===== config.mk =====
export PLATFORM = sky130hd
export DESIGN_NAME = timer_cmp_unit
export DESIGN_NICKNAME = d
export VERILOG_FILES = /design/src/rtl/timer_cmp_unit.sv
export SDC_FILE = /design/constraint.sdc
export NUM_CORES = 1
export LEC_CHECK = 0
export ABC_AREA = 1
export BUFFER_PORTS_ARGS = -buffer_cell sky130_fd_sc_hd__buf_2
export CORE_MARGIN = 1.5
export CORE_UTILIZATION = 57
export DETAILED_ROUTE_END_ITERATION = 7
export PLACE_DENSITY = 0.86
export SYNTH_ARGS = -nofsm -noshare
export SYNTH_HDL_FRONTEND = slang
export SYNTH_SLANG_ARGS = --single-unit

===== constraint.sdc =====
create_clock -name clk -period 1.9 [get_ports clk]
set_input_delay 0.285 -clock clk [delete_from_list [all_inputs] [get_ports clk]]
set_output_delay 0.285 -clock clk [all_outputs]
set_load 0.01 [all_outputs]

===== src/rtl/timer_cmp_unit.sv =====
module timer_cmp_unit #(
  parameter int LO_W = 4,
  parameter int HI_W = 2 * LO_W
) (
  input  logic                 clk,
  input  logic                 rst,
  input  logic                 tick,
  input  logic                 join_en,
  input  logic                 presc_en,
  input  logic [2:0]           out_mode,
  input  logic                 wr_en,
  input  logic [1:0]           wr_sel,
  input  logic [LO_W-1:0]      wr_data,
  output logic                 tog_out,
  output logic                 irq,
  output logic [LO_W+HI_W-1:0] count
);
  localparam int CW = LO_W + HI_W;
  localparam int HALF = HI_W / 2;

  logic [3:0]      mode_q;
  logic [LO_W-1:0] lo_cmp, lo_cnt;
  logic [HI_W-1:0] hi_cmp, hi_cnt;
  logic            hi_ph;

  wire otm = mode_q[3];
  wire ctm = mode_q[2];
  wire rm  = mode_q[1];
  wire im  = mode_q[0];

  wire lo_busy  = wr_en && wr_sel == 2'd1;
  wire hi_busy  = (wr_en && wr_sel == 2'd2) || hi_ph;
  wire bypass   = !join_en && presc_en && lo_cmp == '0;

  wire j_match  = tick && count == {hi_cmp, lo_cmp} && !lo_busy && !hi_busy;
  wire j_ovf    = tick && &count;
  wire lo_match = !bypass && tick && lo_cnt == lo_cmp && !lo_busy;
  wire hi_en    = bypass ? tick : lo_match;
  wire hi_match = hi_en && hi_cnt == hi_cmp && !hi_busy;
  wire hi_ovf   = hi_en && &hi_cnt;

  wire match    = join_en ? j_match : hi_match;
  wire ovf      = join_en ? j_ovf : hi_ovf;
  wire src_ovf  = otm && out_mode != 3'd7;

  assign count = {hi_cnt, lo_cnt};

  always_ff @(posedge clk) begin
    if (rst) begin
      lo_cnt <= '0;
      hi_cnt <= '0;
    end else if (join_en) begin
      if (tick) {hi_cnt, lo_cnt} <= (match && rm) ? CW'(0) : CW'(count + 1'b1);
    end else begin
      if (bypass)    lo_cnt <= '0;
      else if (tick) lo_cnt <= lo_match ? '0 : lo_cnt + 1'b1;
      if (hi_en)     hi_cnt <= (hi_match && rm) ? '0 : hi_cnt + 1'b1;
    end
  end

  always_ff @(posedge clk) begin
    if (rst) begin
      mode_q <= '0;
      lo_cmp <= '1;
      hi_cmp <= '1;
      hi_ph  <= 1'b0;
    end else if (wr_en) begin
      case (wr_sel)
        2'd0: mode_q <= wr_data;
        2'd1: lo_cmp <= wr_data;
        2'd2: begin
          if (hi_ph) hi_cmp[HI_W-1:HALF] <= wr_data;
          else       hi_cmp[HALF-1:0]    <= wr_data;
          hi_ph <= !hi_ph;
        end
        default: ;
      endcase
    end
  end

  always_ff @(posedge clk) begin
    if (rst) begin
      tog_out <= 1'b0;
      irq     <= 1'b0;
    end else begin
      tog_out <= tog_out ^ ((otm && ovf) || (ctm && match));
      irq     <= im && (src_ovf ? ovf : match);
    end
  end


  irq_mask_chk: assert property (@(posedge clk) disable iff (rst)
    irq |-> $past(im));


  clear_on_match_chk: assert property (@(posedge clk) disable iff (rst)
    (match && rm) |=> (join_en ? count == '0 : hi_cnt == '0));


  wrap_chk: assert property (@(posedge clk) disable iff (rst)
    (join_en && j_ovf) |=> count == '0);


  pending_hold_chk: assert property (@(posedge clk) disable iff (rst)
    (hi_ph && !otm) |=> $stable(tog_out));


  bypass_chk: assert property (@(posedge clk) disable iff (rst)
    (bypass && tick && !wr_en) |=> lo_cnt == '0);
endmodule


* Word-level counts from Yosys, hierarchy flattened
Index checks and enable logic that the tools add are counted.
Word-level totals: flip-flop bits (word level) 31, RAM bits 0, memory bits (read-only) 0, input bits 15, output and inout bits 14, word-level logic and storage cells 75, memories 0, bits in latches 0
Operators by class: eq/ne operators 7, bitwise gates (word level) 2, add/subtract/negate cells 3, multiply operators 0, magnitude comparators 0, muxes and demuxes 14, reductions and logical operators 40, shifts and indexed selects 0, div/mod/pow operators 0
Operators by type and width (count):
- 8-bit 2-to-1 mux | 4
- 1-bit logical AND | 20
- 4-bit 2-to-1 mux | 5
- 12-bit by 1-bit adder with 12-bit output (second input constant) | 1
- 12-bit equality test | 1
- 12-bit 2-to-1 mux | 1
- 12-bit AND reduction | 1
- 2-bit AND reduction | 5
- 8-bit by 1-bit adder with 8-bit output (second input constant) | 1
- 8-bit equality test | 1
- 8-bit AND reduction | 1
- 3-bit AND reduction | 2
- 1-bit logical NOT | 5
- 4-bit by 1-bit adder with 4-bit output (second input constant) | 1
- 4-bit equality test | 1
- 4-bit logical NOT | 1
- 1-bit 2-to-1 mux | 4
- 2-bit nonzero test | 2
- 3-bit != test (second input constant) | 1
- 2-bit by 1-bit equality test with 1-bit output (second input constant) | 1
- 2-bit equality test (second input constant) | 1
- 2-bit logical NOT | 1
- 1-bit logical OR | 2
- 2-bit != test (second input constant) | 1
- 2 further kinds | 2

* Logic depth before layout (Yosys ltp)
Gate-level depths: netlist of the first run.
depth after elaboration 15, depth in mapped cells 13, gate-level depth less buffers 12

* Least setup slack after synthesis of the first run
Ideal clock, no wire load.
path kind register to register, start point register hi_cnt[0], end point register hi_cnt[6], cell stages (with the launch flop) 13, data required time 1.791 ns, arrival time 1.482 ns, path buffers 0, clock period less this slack 1.591 ns, setup slack 0.309 ns, library setup time 0.109 ns, cells stage by stage dfxtp_1 -> ha_1 -> nand2_1 -> inv_1 -> nand2_1 -> nor2_1 -> nand2_1 -> xor2_1 -> nor2_1 -> nand2_1 -> nand3_1 -> nand2_1 -> inv_1
On the way: longest elaborated chain between the ends 9, elaborated cells between the ends (all ways) 17, classes of those cells 2 x add/sub; 2 x eq/ne; 6 x mux; 7 x reduce/logical
Ends and longest elaborated chain:
- from (decl) | RTL line 23 | logic [HI_W-1:0] hi_cmp, hi_cnt;
- from (signal assigned) | RTL line 53 | if (tick) {hi_cnt, lo_cnt} <= (match && rm) ? CW'(0) : CW'(count + 1'b1);
- from (signal assigned) | RTL line 57 | if (hi_en) hi_cnt <= (hi_match && rm) ? '0 : hi_cnt + 1'b1;
- branches (longest 8 deep; another with 12-bit by 1-bit adder with 12-bit output)
- 8-bit 2-to-1 mux (*) | RTL line 52 | end else if (join_en) begin
Mark *: on every way between the ends. The select of a mux whose other input is x is not followed. A chain may end at the register's enable or synchronous reset.

* Worst setup path in the final report of the first run
Same ends and word-level chain as after synthesis.

==> impl_summary.txt, run 1 <==
----------------------------------------------------
[Yosys]
  Seq/Total Area, Yosys ... 31.27%
  Ys flop type ... dfxtp_1
  Top cell type's share of synthesized area ... 31.27%
  Cell count after synthesis ... 321
  Number of flops mapped to enable cells by yosys ... 0
  Synthesized flop and latch total ... 31
  Syn nets ... 338
  Count of synthesis-stage warnings from yosys ... 0
  Netlist Area Pre-Place ... 1984 um^2
  Synth async-reset ratio ... 0%
  Most frequent cells after synthesis ... 99 x nand2_1, 49 x inv_1, 41 x nor2_1
  Largest area contributor in the synthesized netlist ... dfxtp_1
  Ranking of synthesized cells by area ... dfxtp_1 31%, nand2_1 19%, inv_1 9.3%
  Count leader, synth ... nand2_1
  Mapped Avg Cell Area ... 6.182 um^2
  Netlist cell types ... 25

[Floorplan]
  Area enclosed by the die boundary ... 3845 um^2
  IO Count ... 29
  Die height ... 62.01 um
  Core area ... 3337 um^2
  Count of standard-cell rows ... 21
  Initial Utilization ... 59.47%
  X dimension of the die ... 62.01 um

[Placement]
  Half-perimeter wire length after detailed placement ... 3383 um
  Last weighted congestion value of the routability-driven placer ... 0.8559
  Buffers added on ports ... 28

[Clock network]
  Number of clock sinks ... 31
  Number of cells upsized or downsized after cts ... 0
  Total clock buffers created by CTS ... 5
  Clock Root Buffer ... clkbuf_4
  Clock latency on the worst-skew pair ... 340 ps
  Buffers from clock root to sink, at most ... 2
  Clock tree from TritonCTS ... done
  Reg clk slew, reported paths ... 100 ps
  H-tree levels ... 2
  Cts-stage hold buffer count ... 0
  Setup Fix Bufs, Post-CTS ... 0

[Setup path]
  Type of the worst setup path ... flip-flop to flip-flop
  Type of destination of the critical path ... flip-flop
  R2r worst-path depth ... 12
  Worst-path maximum fanout ... 7
  Setup crit start kind ... flip-flop
  RR Startpoint ... hi_cnt[0]$_SDFFE_PP0P_
  WP data arrival ... 1970 ps
  Critical Path RT ... 2150 ps
  Start point of the critical path ... hi_cnt[0]$_SDFFE_PP0P_

[Pwr]
  Sequential share of power ... 54.0%
  Maximum vdd drop ... 0.0003762 V
  Power share of the clock group ... 28.9%
  Net switching power ... 0.0004064 W
  Pleak ... 1.222 nW
  Pwr Density ... 590.2 nW/um^2
  Logic pwr share ... 17.2%
  Design internal power ... 0.0009132 W
  Switching part of the total ... 30.80%

[Global routing]
  Global-route wire length before repair ... 7410 um
  Final global-route overflow total ... 0
  All-Layer GR Usage ... 26.29%
  Initial antenna violation count ... 0
  Pin count of the biggest net entering global routing ... 28
  Number of global-route vias before repair ... 1,747

[Layout]
  Post-layout utilization of the core ... 67.00%
  Area growth syn-to-layout ... 12.67%
  Inserted Diodes ... 0
  FILL cells ... 317
  Share of final-layout standard cells stronger than drive strength 1 ... 17.13%
  Final net count ... 372

[Timing]
  Final hold violation count ... 0
  Final number of setup-violating endpoints ... 0
  Minimum clock period after layout ... 1715 ps
  Slew @ Worst Pin ... 434.2 ps
  Hold slack final ... 177.4 ps
  Final period utilization ... 90.28%
  Fmax achieved ... 583.0 MHz
  Aggregate negative setup slack ... 0 ps
  RSZ-0062 raised after global routing ... no
  Pins over their slew limit ... 0
  Largest clock skew in the final design ... 7.038 ps
  Worst slew margin relative to its limit ... 71.02%

[Job]
  Number of maximum-capacitance violations ... 0

[Min path]
  Hold Path Cell Cnt ... 2
  Startpoint of the most critical hold path ... rst
  Worst hold path type ... primary input to flip-flop

[Detailed routing]
  Ratio of routed vias to standard cells ... 5.065
  Final routed wirelength across all metal layers ... 4532 um
  Wire per inst ... 11.27 um
  First DRT Iteration DRCs ... 150
  Number of search-and-repair iterations in the first detailed-routing pass ... 4
  Final ANT Viol Nets ... 0
  Overall via count from detail_route ... 2,036
  Number of design rule violations left after detail routing ... 0

[Outcome]
  Result of the run ... complete, no violations

----------------------------------------------------
==> worst max-delay path, stage by stage, from the launching register on <==
cell     delay, ps
dfxtp_2        400
ha_1           210
nand2_1         60
inv_1           90
nand2_1        140
nor2_1         200
nand2_1         90
xor2_1         140
nor2_1          50
nand2_1         80
nand3_1         80
nand2_1         70
inv_1           30
==> cell type report <==
| cell class | instances | area, um^2 | area share [%] |
|---|---|---|---|
| Sequential cell | 31 | 624.3 | 27.92 |
| Inverter | 56 | 210.2 | 9.401 |
| Clock inverter | 1 | 5.005 | 0.2238 |
| Tap cell | 46 | 57.56 | 2.574 |
| Multi-Input combinational cell | 228 | 1116 | 49.92 |
| Timing Repair Buffer | 33 | 177.7 | 7.946 |
| Clock buffer | 7 | 45.04 | 2.015 |
==> sequential cells by signal, indices dropped and copies added, names as in the netlist <==
signal / flops
lo_cnt: 4
hi_cmp: 8
irq: 1
mode_q: 4
tog_out: 1
hi_ph: 1
hi_cnt: 8
lo_cmp: 4
==> power by group through the flow <==
| stage | sequential [W] | combinational, W | clock, W |
|---|---|---|---|
| global route | 0.000719 | 0.000259 | 0.000413 |
| global placement | 0.000725 | 0.000216 | 0 |
| floorplan | 0.000729 | 0.000145 | 0 |
| finish | 0.000712 | 0.000227 | 0.000381 |
| CTS | 0.000711 | 0.000226 | 0.000390 |
| detailed placement | 0.000726 | 0.000223 | 0 |
==> metrics by stage <==
| stage | cell area, um^2 | instances | setup slack (ps) | total power [W] |
|---|---|---|---|---|
| 6_report | 2236 | 402 | 184.7 | 0.001320 |
| 5_1_grt | 2236 | 402 | 5.986 | 0.001391 |
| 4_1_cts | 2221 | 402 | 69.55 | 0.001327 |
| 3_5_place_dp | 2171 | 394 | 82.05 | 0.0009493 |
| 3_3_place_gp | 2171 | 394 | 144.3 | 0.0009411 |
| 2_1_floorplan | 1984 | 321 | 309.4 | 0.0008733 |
==> final timing paths <==
check	to	slack (ps)
max	hi_cnt[6]$_SDFFE_PP0P_	180
min	lo_cnt[3]$_SDFFE_PP0P_	180
max reg2reg	hi_cnt[6]$_SDFFE_PP0P_	180
min reg2reg	irq$_SDFF_PP0_	470
==> cell usage in the layout (no fill, tap or decap), types with 2 or more instances in the layout <==
cell / count
o21ai_0: 15
nand3_1: 23
ha_1: 2
buf_4: 5
clkinv_1: 2
inv_1: 49
nand3_2: 6
xor2_1: 10
o211ai_1: 12
nand2_2: 2
dfxtp_1: 28
buf_2: 28
nor2_1: 41
nor3_1: 5
inv_2: 5
nand2_1: 99
clkbuf_4: 5
clkbuf_1: 2
dfxtp_2: 3
a21oi_1: 5
==> layer usage <==
layer,global-route usage (%),vias to the layer above,part of all wire [%]
met5,0,-,0
met4,7.599,0,1.7
met3,5.797,9,3.9
met2,45.68,47,48
met1,32.45,914,46
li1,-,1066,-
==> logic make-up (layout without fill, tap and decap cells) <==
kind of cell | after synthesis | after routing | synth area share, %
buffers and inverters | 62 | 97 | 13.05
XOR/XNOR | 10 | 10 | 4.413
adder cells (fa/ha/maj) | 2 | 2 | 1.261
flip-flops | 31 | 31 | 31.27
AND/OR/NAND/NOR | 182 | 182 | 39.60
AO/OA/AOI/OAI | 34 | 34 | 10.40
Note: power is estimated with default switching activity, not from simulation.
==> inputs of run 2 (changes only) <==
Settings changed: ABC_AREA 1 to default, CORE_UTILIZATION 57 to 56, PLACE_DENSITY 0.86 to 0.85.
==> run 2 against run 1 <==
The flow now finishes with violations (setup timing). Via count fell by 5.0%. Final cell count fell by 17%. Power rose by 0.50%. Cell area rose by 9.0%. Combinational power barely moved. Largest cell class unchanged.
==> impl_summary.txt, run 2 <==
----------------------------------------------------
[Setup path]
  Cell family with most CP delay ... simple AND/OR/NAND/NOR gates
  Slowest stage cell, crit path ... or4b_4
  Critical Path RT ... 2180 ps (+30 ps)
  Worst-path maximum fanout ... 5 (-2)
  Setup crit start kind ... flip-flop
  Type of the worst setup path ... flip-flop to flip-flop
  Cells along the critical path ... or4b_4 > o41a_1 > a41o_2 > or4_1 > a31oi_1
  Type of destination of the critical path ... flip-flop
  Peak per-stage delay on the critical path ... 540 ps (+140 ps)
  WP data arrival ... 2560 ps (+590 ps)
  Count of buffer and inverter cells on the critical path ... 0 (-2)

[Clock network]
  Total clock buffers created by CTS ... 5 (unchanged)
  Reg clk slew, reported paths ... 110 ps (about the same)
  Clock tree from TritonCTS ... done
  Clock latency on the worst-skew pair ... 350 ps (about the same)
  H-tree levels ... 2 (unchanged)
  Clock Root Buffer ... clkbuf_4
  Buffers from clock root to sink, at most ... 2 (unchanged)
  Number of clock sinks ... 31 (unchanged)

[Pwr]
  Pwr Density ... 544.4 nW/um^2 (-7.8%)
  Tot Pwr ... 0.001326 W (+0.50%)
  Sequential share of power ... 52.5% (-1.5 points)
  Pleak ... 1.053 nW (-14%)
  Power share of the clock group ... 30.5% (+1.6 points)
  Maximum vdd drop ... 0.0004649 V (+24%)
  Switching part of the total ... 30.85% (+0.053 points)
  Logic pwr share ... 17.0% (-0.2 points)
  Design internal power ... 0.0009171 W (+0.43%)
  Net switching power ... 0.0004092 W (+0.68%)

[Layout]
  Area growth syn-to-layout ... 33.45%
  Area occupied by multi-input gates ... 1226 um^2 (+9.9%)
  Most frequent cells in the layout ... 35 x buf_4, 28 x dfxtp_1, 28 x buf_2
  Sequential cell area ... 626.9 um^2 (+0.40%)
  Final net count ... 304 (-18%)
  Registers with the most flip-flops ... hi_cmp (8), hi_cnt (8)
  Post-layout utilization of the core ... 79.15% (+12 points)
  FILL cells ... 223 (-30%)
  Inserted Diodes ... 0 (unchanged)
  Most common cell after layout, fill and taps aside ... buf_4
  Share of final-layout standard cells stronger than drive strength 1 ... 32.64% (+16 points)

[Floorplan]
  Initial Utilization ... 59.31% (-0.16 points)
  Die height ... 60.10 um (-3.1%)
  Core area ... 3078 um^2 (-7.8%)
  IO Count ... 29 (unchanged)
  Count of standard-cell rows ... 20 (-4.8%)
  Area enclosed by the die boundary ... 3611 um^2 (-6.1%)
  X dimension of the die ... 60.10 um (-3.1%)

[Placement]
  Last weighted congestion value of the routability-driven placer ... 0.9624 (+12%)
  Buffers added on ports ... 28 (unchanged)
  Placement Setup Slack ... -333.1 ps (-415.1 ps)
  Half-perimeter wire length after detailed placement ... 3634 um (+7.4%)

[Timing]
  Slew @ Worst Pin ... 422.8 ps (-11.35 ps)
  Fmax achieved ... 440.0 MHz (-25%)
  Worst slew margin relative to its limit ... 71.51% (+0.49 points)
  Pins over their slew limit ... 0 (unchanged)
  Minimum clock period after layout ... 2273 ps (+557.4 ps)
  Final period utilization ... 119.6% (+29 points)
  Final hold violation count ... 0 (unchanged)
  Final setup margin ... -372.7 ps (-557.4 ps)
  Largest clock skew in the final design ... 10.12 ps (+3.081 ps)
  Final number of setup-violating endpoints ... 14 (+14)
  Hold slack final ... 168.3 ps (-9.176 ps)
  RSZ-0062 raised after global routing ... yes

[Outcome]
  Failing checks ... setup timing
  Result of the run ... complete, but fails checks

[Detailed routing]
  Ratio of routed vias to standard cells ... 5.825 (+15%)
  Number of design rule violations left after detail routing ... 0 (unchanged)
  First DRT Iteration DRCs ... 230 (+53%)
  Final routed wirelength across all metal layers ... 5167 um (+14%)
  Final ANT Viol Nets ... 0 (unchanged)
  Wire per inst ... 15.56 um (+38%)
  Number of search-and-repair iterations in the first detailed-routing pass ... 4 (unchanged)
  Overall via count from detail_route ... 1,934 (-5.0%)

[Global routing]
  Grt met1 use ... 39.00% (+6.6 points)
  GRT Max-Usage Layer ... met2
  Global-route wire length before repair ... 7962 um (+7.4%)
  Number of global-route vias before repair ... 1,745 (-0.11%)
  Final global-route overflow total ... 0 (unchanged)
  Initial antenna violation count ... 0 (unchanged)
  All-Layer GR Usage ... 30.09% (+3.8 points)
  Pin count of the biggest net entering global routing ... 17 (-39%)
  GR Layer Usage met2 ... 48.14% (+2.5 points)
  Met3 usage ... 6.926% (+1.1 points)

[Yosys]
  Largest area contributor in the synthesized netlist ... dfxtp_1
  Seq/Total Area, Yosys ... 34.00% (+2.7 points)
  Number of flops mapped to enable cells by yosys ... 0 (unchanged)
  Cell count after synthesis ... 228 (-29%)
  Count of synthesis-stage warnings from yosys ... 0 (unchanged)
  Count leader, synth ... dfxtp_1
  Netlist cell types ... 46 (+84%)
  Mapped Avg Cell Area ... 8.007 um^2 (+30%)
  Synthesized flop and latch total ... 31 (unchanged)
  Synth async-reset ratio ... 0% (unchanged)
  Ys flop type ... dfxtp_1
  Most frequent cells after synthesis ... 31 x dfxtp_1, 25 x nand2_1, 19 x nor2_1
  Syn nets ... 245 (-28%)
  Ranking of synthesized cells by area ... dfxtp_1 34%, nand2_1 5.1%, o211ai_1 4.9%
  Top cell type's share of synthesized area ... 34.00% (+2.7 points)
  Netlist Area Pre-Place ... 1826 um^2 (-8.0%)

[Job]
  Number of maximum-capacitance violations ... 0 (unchanged)

[Min path]
  Worst hold path type ... primary input to flip-flop

----------------------------------------------------
run 2: power groups by stage:
stage	Combinational, W	Sequential (W)	Clock (W)
2_1_floorplan	0.000120	0.000706	0
3_3_place_gp	0.000198	0.000707	0
3_5_place_dp	0.000201	0.000709	0
4_1_cts	0.000212	0.000694	0.000405
5_1_grt	0.000246	0.000699	0.000439
6_report	0.000225	0.000696	0.000405
run 2: worst register-to-register path: cells and delay by family (launching register included):
family           cells  cell delay [ps]
AND/OR/NAND/NOR      2             1060
AO/OA/AOI/OAI        3              790
flip-flops           1              350
run 2: cells by family (layout without fill, tap and decap cells):
family,count (synthesis),after routing,share of synthesized area (%)
XOR/XNOR,20,20,9.595
flip-flops,31,31,34.00
adder cells (fa/ha/maj),2,2,1.371
multiplexers,4,4,2.193
buffers and inverters,23,83,4.798
AO/OA/AOI/OAI,53,53,20.84
AND/OR/NAND/NOR,95,95,27.21
run 2: metrics by stage:
step	setup TNS [ps]	instances	cell area (um^2)
6_report	-2562	332	2436
5_1_grt	-3556	332	2436
4_1_cts	-2242	328	2326
3_5_place_dp	-2163	317	2211
3_3_place_gp	-1718	317	2211
2_1_floorplan	-637.5	228	1839
run 2: timing repair:
item,CTS,global route
hold buffers,0,0
gates cloned,0,0
endpoints found under the setup margin,14,14
pin swaps,8,19
buffers inserted,3,5
resized for setup,10,16
run 2: layer usage:
metal / part of all wire [%] / wire (um)
met5: 0 / 0
met2: 49 / 2526
met3: 6.5 / 337
met1: 43 / 2213
met4: 1.7 / 89
run 2: final cells by class:
| type | count | area share, % |
|---|---|---|
| inverter | 9 | 1.387 |
| clock buffer | 5 | 1.541 |
| tap | 44 | 2.260 |
| sequential | 31 | 25.73 |
| clock inverter | 3 | 0.8218 |
| timing repair buffer | 66 | 17.92 |
| multi-input combinational | 174 | 50.33 |
run 2: path summary, 6_finish.rpt:
| kind | from | endpoint | slack (ps) | cells after the start |
|---|---|---|---|---|
| max | lo_cmp[2]$_SDFFE_PP1P_ | hi_cnt[3]$_SDFFE_PP0P_ | -370 | 5 |
| min | wr_data[0] | hi_cmp[0]$_SDFFE_PP1P_ | 170 | 3 |
| max reg2reg | lo_cmp[2]$_SDFFE_PP1P_ | hi_cnt[3]$_SDFFE_PP0P_ | -370 | 5 |
| min reg2reg | mode_q[0]$_SDFFE_PP0P_ | irq$_SDFF_PP0_ | 490 | 1 |
